## src/rtl/int_cmp_sel.sv

```systemverilog
module int_cmp_sel #(
  parameter int WIDTH = 8
) (
  input  logic [WIDTH-1:0] op_a,
  input  logic [WIDTH-1:0] op_b,
  input  logic [3:0]       pred_sel,
  output logic             result
);

  localparam int MSB  = WIDTH - 1;
  localparam int NCH  = 4;

  logic [WIDTH-1:0] diff;
  logic             all_same;
  logic             any_diff;
  logic             sign_split;
  logic [NCH-1:0]   uns;
  logic [NCH-1:0]   sgn;

  assign diff       = op_a ^ op_b;
  assign all_same   = ~|diff;
  assign any_diff   = |diff;
  assign sign_split = diff[MSB];

  // chain 0: lt, 1: le, 2: gt, 3: ge
  for (genvar c = 0; c < NCH; c++) begin : g_chain
    localparam bit LESS = (c < 2);
    localparam bit INCL = (c % 2) == 1;
    logic low_r;
    logic full_r;

    always_comb begin
      logic r;
      logic w;
      r = INCL;
      for (int i = 0; i < MSB; i++) begin
        w = LESS ? (~op_a[i] & op_b[i]) : (op_a[i] & ~op_b[i]);
        r = w | (~diff[i] & r);
      end
      low_r = r;
      w = LESS ? (~op_a[MSB] & op_b[MSB]) : (op_a[MSB] & ~op_b[MSB]);
      full_r = w | (~diff[MSB] & r);
    end

    assign uns[c] = full_r;
    assign sgn[c] = sign_split ? (LESS ? op_a[MSB] : op_b[MSB]) : low_r;
  end

  always_comb begin
    case (pred_sel)
      4'd0:    result = all_same;
      4'd1:    result = any_diff;
      4'd2:    result = uns[0];
      4'd3:    result = uns[1];
      4'd4:    result = uns[2];
      4'd5:    result = uns[3];
      4'd6:    result = sgn[0];
      4'd7:    result = sgn[1];
      4'd8:    result = sgn[2];
      4'd9:    result = sgn[3];
      default: result = 1'b0;
    endcase
  end

  always_comb begin
    a_r2_eq_ne_exclusive: assert (all_same != any_diff);
    a_r3_strict_implies_incl: assert (!uns[0] || uns[1]);
    a_r4_lt_gt_disjoint: assert (!(uns[0] && uns[2]));
    a_r7_unused_zero: assert (pred_sel <= 4'd9 || !result);
    a_r9_equal_ops: assert (!all_same || (uns[1] && uns[3] && !uns[0] && !uns[2]));
    a_r10_sign_split: assert (!(sign_split && pred_sel == 4'd6) || result == op_a[MSB]);
  end

endmodule

```

## config.mk

```make
export PLATFORM = sky130hd
export DESIGN_NAME = int_cmp_sel
export DESIGN_NICKNAME = d
export VERILOG_FILES = /design/src/rtl/int_cmp_sel.sv
export SDC_FILE = /design/constraint.sdc
export NUM_CORES = 1
export LEC_CHECK = 0
export BUFFER_PORTS_ARGS = -buffer_cell sky130_fd_sc_hd__clkbuf_2
export CORE_AREA = 4 4 41 43
export DETAILED_ROUTE_END_ITERATION = 10
export DIE_AREA = 0 0 45 47
export PLACE_DENSITY = 0.73
export RECOVER_POWER = 50
export SLEW_MARGIN = 10
export SYNTH_ARGS = -nofsm -noshare
export SYNTH_HDL_FRONTEND = slang
export SYNTH_SLANG_ARGS = --single-unit
```

## constraint.sdc

```tcl
create_clock -name vclk -period 2.9
set_input_delay 0.58 -clock vclk [all_inputs]
set_output_delay 0.58 -clock vclk [all_outputs]
set_load 0.1 [all_outputs]
```

==> results_dict.tcl, run 1 <==
set metrics [dict create \
    fp.dieW_um 45 \
    crit_path_end_kind "output pin" \
    critPathLaunchType "input port" \
    timing.max_slew.rel_slack 0.812 \
    boundaryPins 21 \
    final_net_count 146 \
    groute.usage.overall 0.120 \
    starting_density 0.425 \
    syn_to_layout_area_delta_pct 32.8 \
    drt_first_iter_violations 6 \
    finalWeightedCongestion 0.815 \
    timing_worst_slew_pin_value_ns 0.279 \
    area_of_the_die_sq_um 2120 \
    outcome "finished, final reports clean" \
    netlist_area_sq_um 553 \
    grt_overflow 0 \
    first_global_vias 557 \
    p_leak_uw 0.000406 \
    ant_nets 0 \
    fin_setup_tns_ns 0 \
    power-per-cell-area_nw_per_um2 157 \
    design_power_total_uw 115 \
    critical_path_arrival_ns 2.29 \
    initial_antenna_violation_count 0 \
    max_clock_freq_mhz 349 \
    first_pass_iters 4 \
    ys_warn_count 0 \
    yosys.cell_types.count 20 \
    finalCriticalPeriod_ns 2.87 \
    total_number_of_sequential_cells 0 \
    viasPerCell 5.11 \
    final-seq-area_sq_um 0 \
    period_share 0.988 \
    final_layout_size_suffix_gt1_frac 0.274 \
    floorplan.rows 13 \
    timing.hold.worst.class "in -> out" \
    die_h_um 47 \
    area_of_the_core_sq_um 1300 \
    n_antenna_cell 0 \
    timing.setup.critical_path_class "in -> out" \
    detail_route.drc_violations 0 \
    synth_seq_area_share 0 \
    worst-endpoint-required_ns 2.32 \
    hpwlAfterDp_mm 1.12 \
    layout.clock_buffers 0 \
    timing.final.max_slew_violations 0 \
    largest_net_degree_at_the_start_of_global_routing 9 \
    design_area_sq_um 734 \
    peakVddDrop_mv 0.0696 \
    cell_count_after_synthesis 81 \
    syn-mean-instance-area_sq_um 6.83 \
    report.final.setup_viol 0 \
    vias 618 \
    hold_viol_final 0 \
    numPortBuffers 21 \
    routed_wirelength_normalized_by_instance_count_um 10.9 \
    drt_wl_total_mm 1.31 \
    grt_pass1_wl_mm 2.04 \
    crit_path_max_fanout 4 \
    cap_violations 0 \
    placedInstanceArea_sq_um 722 \
    postSynthNetCount 119 \
]
-- worst max-delay path, stage by stage --
cell,delay (ns)
sky130_fd_sc_hd__clkbuf_2,0.09
sky130_fd_sc_hd__inv_1,0.04
sky130_fd_sc_hd__ha_1,0.35
sky130_fd_sc_hd__a21oi_1,0.22
sky130_fd_sc_hd__nand2_1,0.10
sky130_fd_sc_hd__a311oi_2,0.26
sky130_fd_sc_hd__a211oi_1,0.07
sky130_fd_sc_hd__a221o_1,0.39
sky130_fd_sc_hd__buf_12,0.18
-- synthesized netlist by cell type --
cell,count,area share
sky130_fd_sc_hd__a211oi_1,1,0.014
sky130_fd_sc_hd__o21ai_0,7,0.063
sky130_fd_sc_hd__a41oi_1,1,0.016
sky130_fd_sc_hd__inv_1,17,0.12
sky130_fd_sc_hd__nand4_1,2,0.023
sky130_fd_sc_hd__a311oi_1,1,0.016
sky130_fd_sc_hd__o21a_1,1,0.014
sky130_fd_sc_hd__nand4b_1,1,0.016
sky130_fd_sc_hd__a21oi_1,7,0.063
sky130_fd_sc_hd__nor3b_2,1,0.023
sky130_fd_sc_hd__nor3_1,2,0.018
sky130_fd_sc_hd__nand2_1,7,0.048
sky130_fd_sc_hd__a221o_1,1,0.018
sky130_fd_sc_hd__ha_1,18,0.41
sky130_fd_sc_hd__nand3b_1,2,0.027
sky130_fd_sc_hd__o211ai_1,2,0.027
sky130_fd_sc_hd__nand3_1,3,0.027
sky130_fd_sc_hd__nor2b_1,2,0.023
sky130_fd_sc_hd__nor2_1,4,0.027
sky130_fd_sc_hd__a211o_1,1,0.016
-- metrics by stage --
stage	setup slack, ns	cells	hold slack (ns)	util
2_1_floorplan	0.0150	81	1.81	-
3_3_place_gp	0.0647	121	1.78	0.555
3_5_place_dp	0.0590	121	1.78	0.555
4_1_cts	0.0595	121	1.78	0.555
5_1_grt	-0.0603	121	1.81	0.564
6_report	0.0349	121	1.78	0.564
-- per-layer routing --
layer / vias to the layer above / global-route usage / share of wire
li1: 331 / - / -
met1: 268 / 0.137 / 0.40
met2: 19 / 0.257 / 0.54
met3: 0 / 0.00383 / 0.065
met4: 0 / 0 / 0
met5: - / 0 / 0
-- repair_timing --
| item | in CTS | in global routing |
|---|---|---|
| hold buffers | 0 | 0 |
| buffers inserted | 0 | 0 |
| resized for setup | 0 | 3 |
| endpoints found under the setup margin | 0 | 1 |
-- kinds of logic (layout without fill, tap and decap cells) --
logic type / Yosys count / in the layout / synth area share
adders and majority gates: 18 / 18 / 0.407
and+or+nand+nor: 24 / 24 / 0.231
buffers and inverters: 17 / 42 / 0.115
AOI/OAI and AO/OA: 22 / 22 / 0.247
-- layout by cell type, fill, tap and decap left out, types with 2 or more instances in the layout --
cell and n:
sky130_fd_sc_hd__a21oi_1 6, sky130_fd_sc_hd__buf_4 4, sky130_fd_sc_hd__clkbuf_2 20, sky130_fd_sc_hd__ha_1 17
sky130_fd_sc_hd__inv_1 17, sky130_fd_sc_hd__nand2_1 7, sky130_fd_sc_hd__nand3_1 3, sky130_fd_sc_hd__nand3b_1 2
sky130_fd_sc_hd__nand4_1 2, sky130_fd_sc_hd__nor2_1 4, sky130_fd_sc_hd__nor2b_1 2, sky130_fd_sc_hd__nor3_1 2
sky130_fd_sc_hd__o211ai_1 2, sky130_fd_sc_hd__o21ai_0 7
-- report_power, final --
| group | switching [uW] | leakage, uW | total, uW | internal (uW) |
|---|---|---|---|---|
| sequential | 0 | 0 | 0 | 0 |
| combinational | 64.8 | 0.000406 | 115 | 50.4 |
| clock | 0 | 0 | 0 | 0 |
-- layout make-up --
type	instances	area, sq um
Multi-Input combinational cell	64	502
Timing Repair Buffer	25	150
Fill cell	136	567
Inverter	17	63.8
Tap cell	15	18.8
-- worst paths after layout --
kind / startpoint / endpoint / slack, ns / cells after the start
worst max-delay path: op_a[4] / result / 0.03 / 9
worst min-delay path: pred_sel[3] / result / 1.78 / 4
Note: power is estimated with default switching activity, not from simulation.
==> run 2: changes to the inputs <==
==> constraint.sdc (replaced) <==
create_clock -name vclk -period 3.55
set_input_delay 0.71 -clock vclk [all_inputs]
set_output_delay 0.71 -clock vclk [all_outputs]
set_load 0.1 [all_outputs]
==> results_dict.tcl, run 2 (synthesis results as in run 1) <==
set metrics [dict create \
    final_net_count 142 \
    final_common_cell "sky130_fd_sc_hd__clkbuf_2" \
    p_leak_uw 0.000383 \
    die_h_um 47 \
    timing.hold.worst.class "in -> out" \
    initial_antenna_violation_count 0 \
    report.final.setup_viol 0 \
    grt_pass1_wl_mm 1.99 \
    cts_hold_buf 0 \
    grt_overflow 0 \
    fp.dieW_um 45 \
    crit_family "compound AO/OA/AOI/OAI gates" \
    timing.setup.critical_path_class "in -> out" \
    area_of_the_die_sq_um 2120 \
    floorplan.rows 13 \
    boundaryPins 21 \
    crit_path_end_kind "output pin" \
    fin_setup_tns_ns 0 \
    groute.usage.overall 0.116 \
    critical_path_arrival_ns 2.61 \
    timing.max_slew.rel_slack 0.641 \
    cap_violations 0 \
    hpwlAfterDp_mm 1.01 \
    largest_net_degree_at_the_start_of_global_routing 9 \
    placed_cells 117 \
    outcome "finished, final reports clean" \
    post_cts_resized 0 \
    cp.buffers_inverters 3 \
    area_of_the_core_sq_um 1300 \
    first_global_vias 520 \
    layout.clock_buffers 0 \
    rsz0062_at_grt "no" \
    finalCriticalPeriod_ns 3.32 \
    drt_wl_total_mm 1.10 \
    finalCoreUtilization 0.520 \
    viasPerCell 5.02 \
    worst-endpoint-required_ns 2.84 \
    crit_top_cell "sky130_fd_sc_hd__clkbuf_2" \
    critPathLaunchType "input port" \
    detail_route.drc_violations 0 \
    first_pass_iters 4 \
    timing.critical_path.slowest_stage_cell "sky130_fd_sc_hd__clkbuf_2" \
    fillerInstances 141 \
    timing.critical_path.cells "clkbuf_2 -> inv_1 -> ha_1 -> a21oi_1 -> nand2_1 -> a311oi_1 -> a211oi_1 -> a221o_1 -> clkbuf_2" \
    crit_path_max_fanout 6 \
    period_share 0.936 \
    final_cells 117 \
    power-per-cell-area_nw_per_um2 116 \
    total_number_of_sequential_cells 0 \
    timing_worst_slew_pin_value_ns 0.540 \
    final_layout_size_suffix_gt1_frac 0.216 \
    drt_first_iter_violations 17 \
    vias 587 \
    hold_ws_ns 2.19 \
    layout.cells.most_common_list "sky130_fd_sc_hd__clkbuf_2 (21), sky130_fd_sc_hd__ha_1 (18), sky130_fd_sc_hd__inv_1 (17)" \
    syn_to_layout_area_delta_pct 22.4 \
    largest_stage_delay_on_the_critical_path_ns 0.37 \
    finalWeightedCongestion 0.779 \
    hold_viol_final 0 \
    final-seq-area_sq_um 0 \
    design_power_total_uw 78.4 \
    timing.final.max_slew_violations 0 \
    starting_density 0.425 \
    post-cts-setup-buffers 0 \
    routed_wirelength_normalized_by_instance_count_um 9.43 \
    peakVddDrop_mv 0.0424 \
    numPortBuffers 21 \
    ant_nets 0 \
    max_clock_freq_mhz 301 \
    n_antenna_cell 0 \
]
[run 2: power breakdown]
part / internal (uW) / switching [uW]
clock network: 0 / 0
registers: 0 / 0
logic: 30.7 / 47.6
total: 30.7 / 47.6
[run 2: per-stage QoR]
stage	setup slack [ns]	area, sq um
3_3_place_gp	0.261	677
2_1_floorplan	0.405	553
5_1_grt	0.0658	677
6_report	0.226	677
3_5_place_dp	0.222	677
4_1_cts	0.221	677
[run 2: area by class of cell]
class / instances / area [sq um] / share of cell area
multi-input combinational: 64 / 489 / 0.723
timing repair buffer: 21 / 105 / 0.155
inverter: 17 / 63.8 / 0.0943
tap: 15 / 18.8 / 0.0277
[run 2: metal layers]
layer | routed length (um) | vias to the layer above | track usage
met5 | 0 | - | 0
met4 | 0 | 0 | 0
met3 | 70 | 0 | 0.00383
met2 | 510 | 15 | 0.206
met1 | 523 | 244 | 0.166
li1 | - | 328 | -
[run 2: final timing paths]
check                   start     end  slack (ns)  depth (start not counted)
setup / recovery      op_a[2]  result        0.23                          9
hold / removal    pred_sel[3]  result        2.19                          4
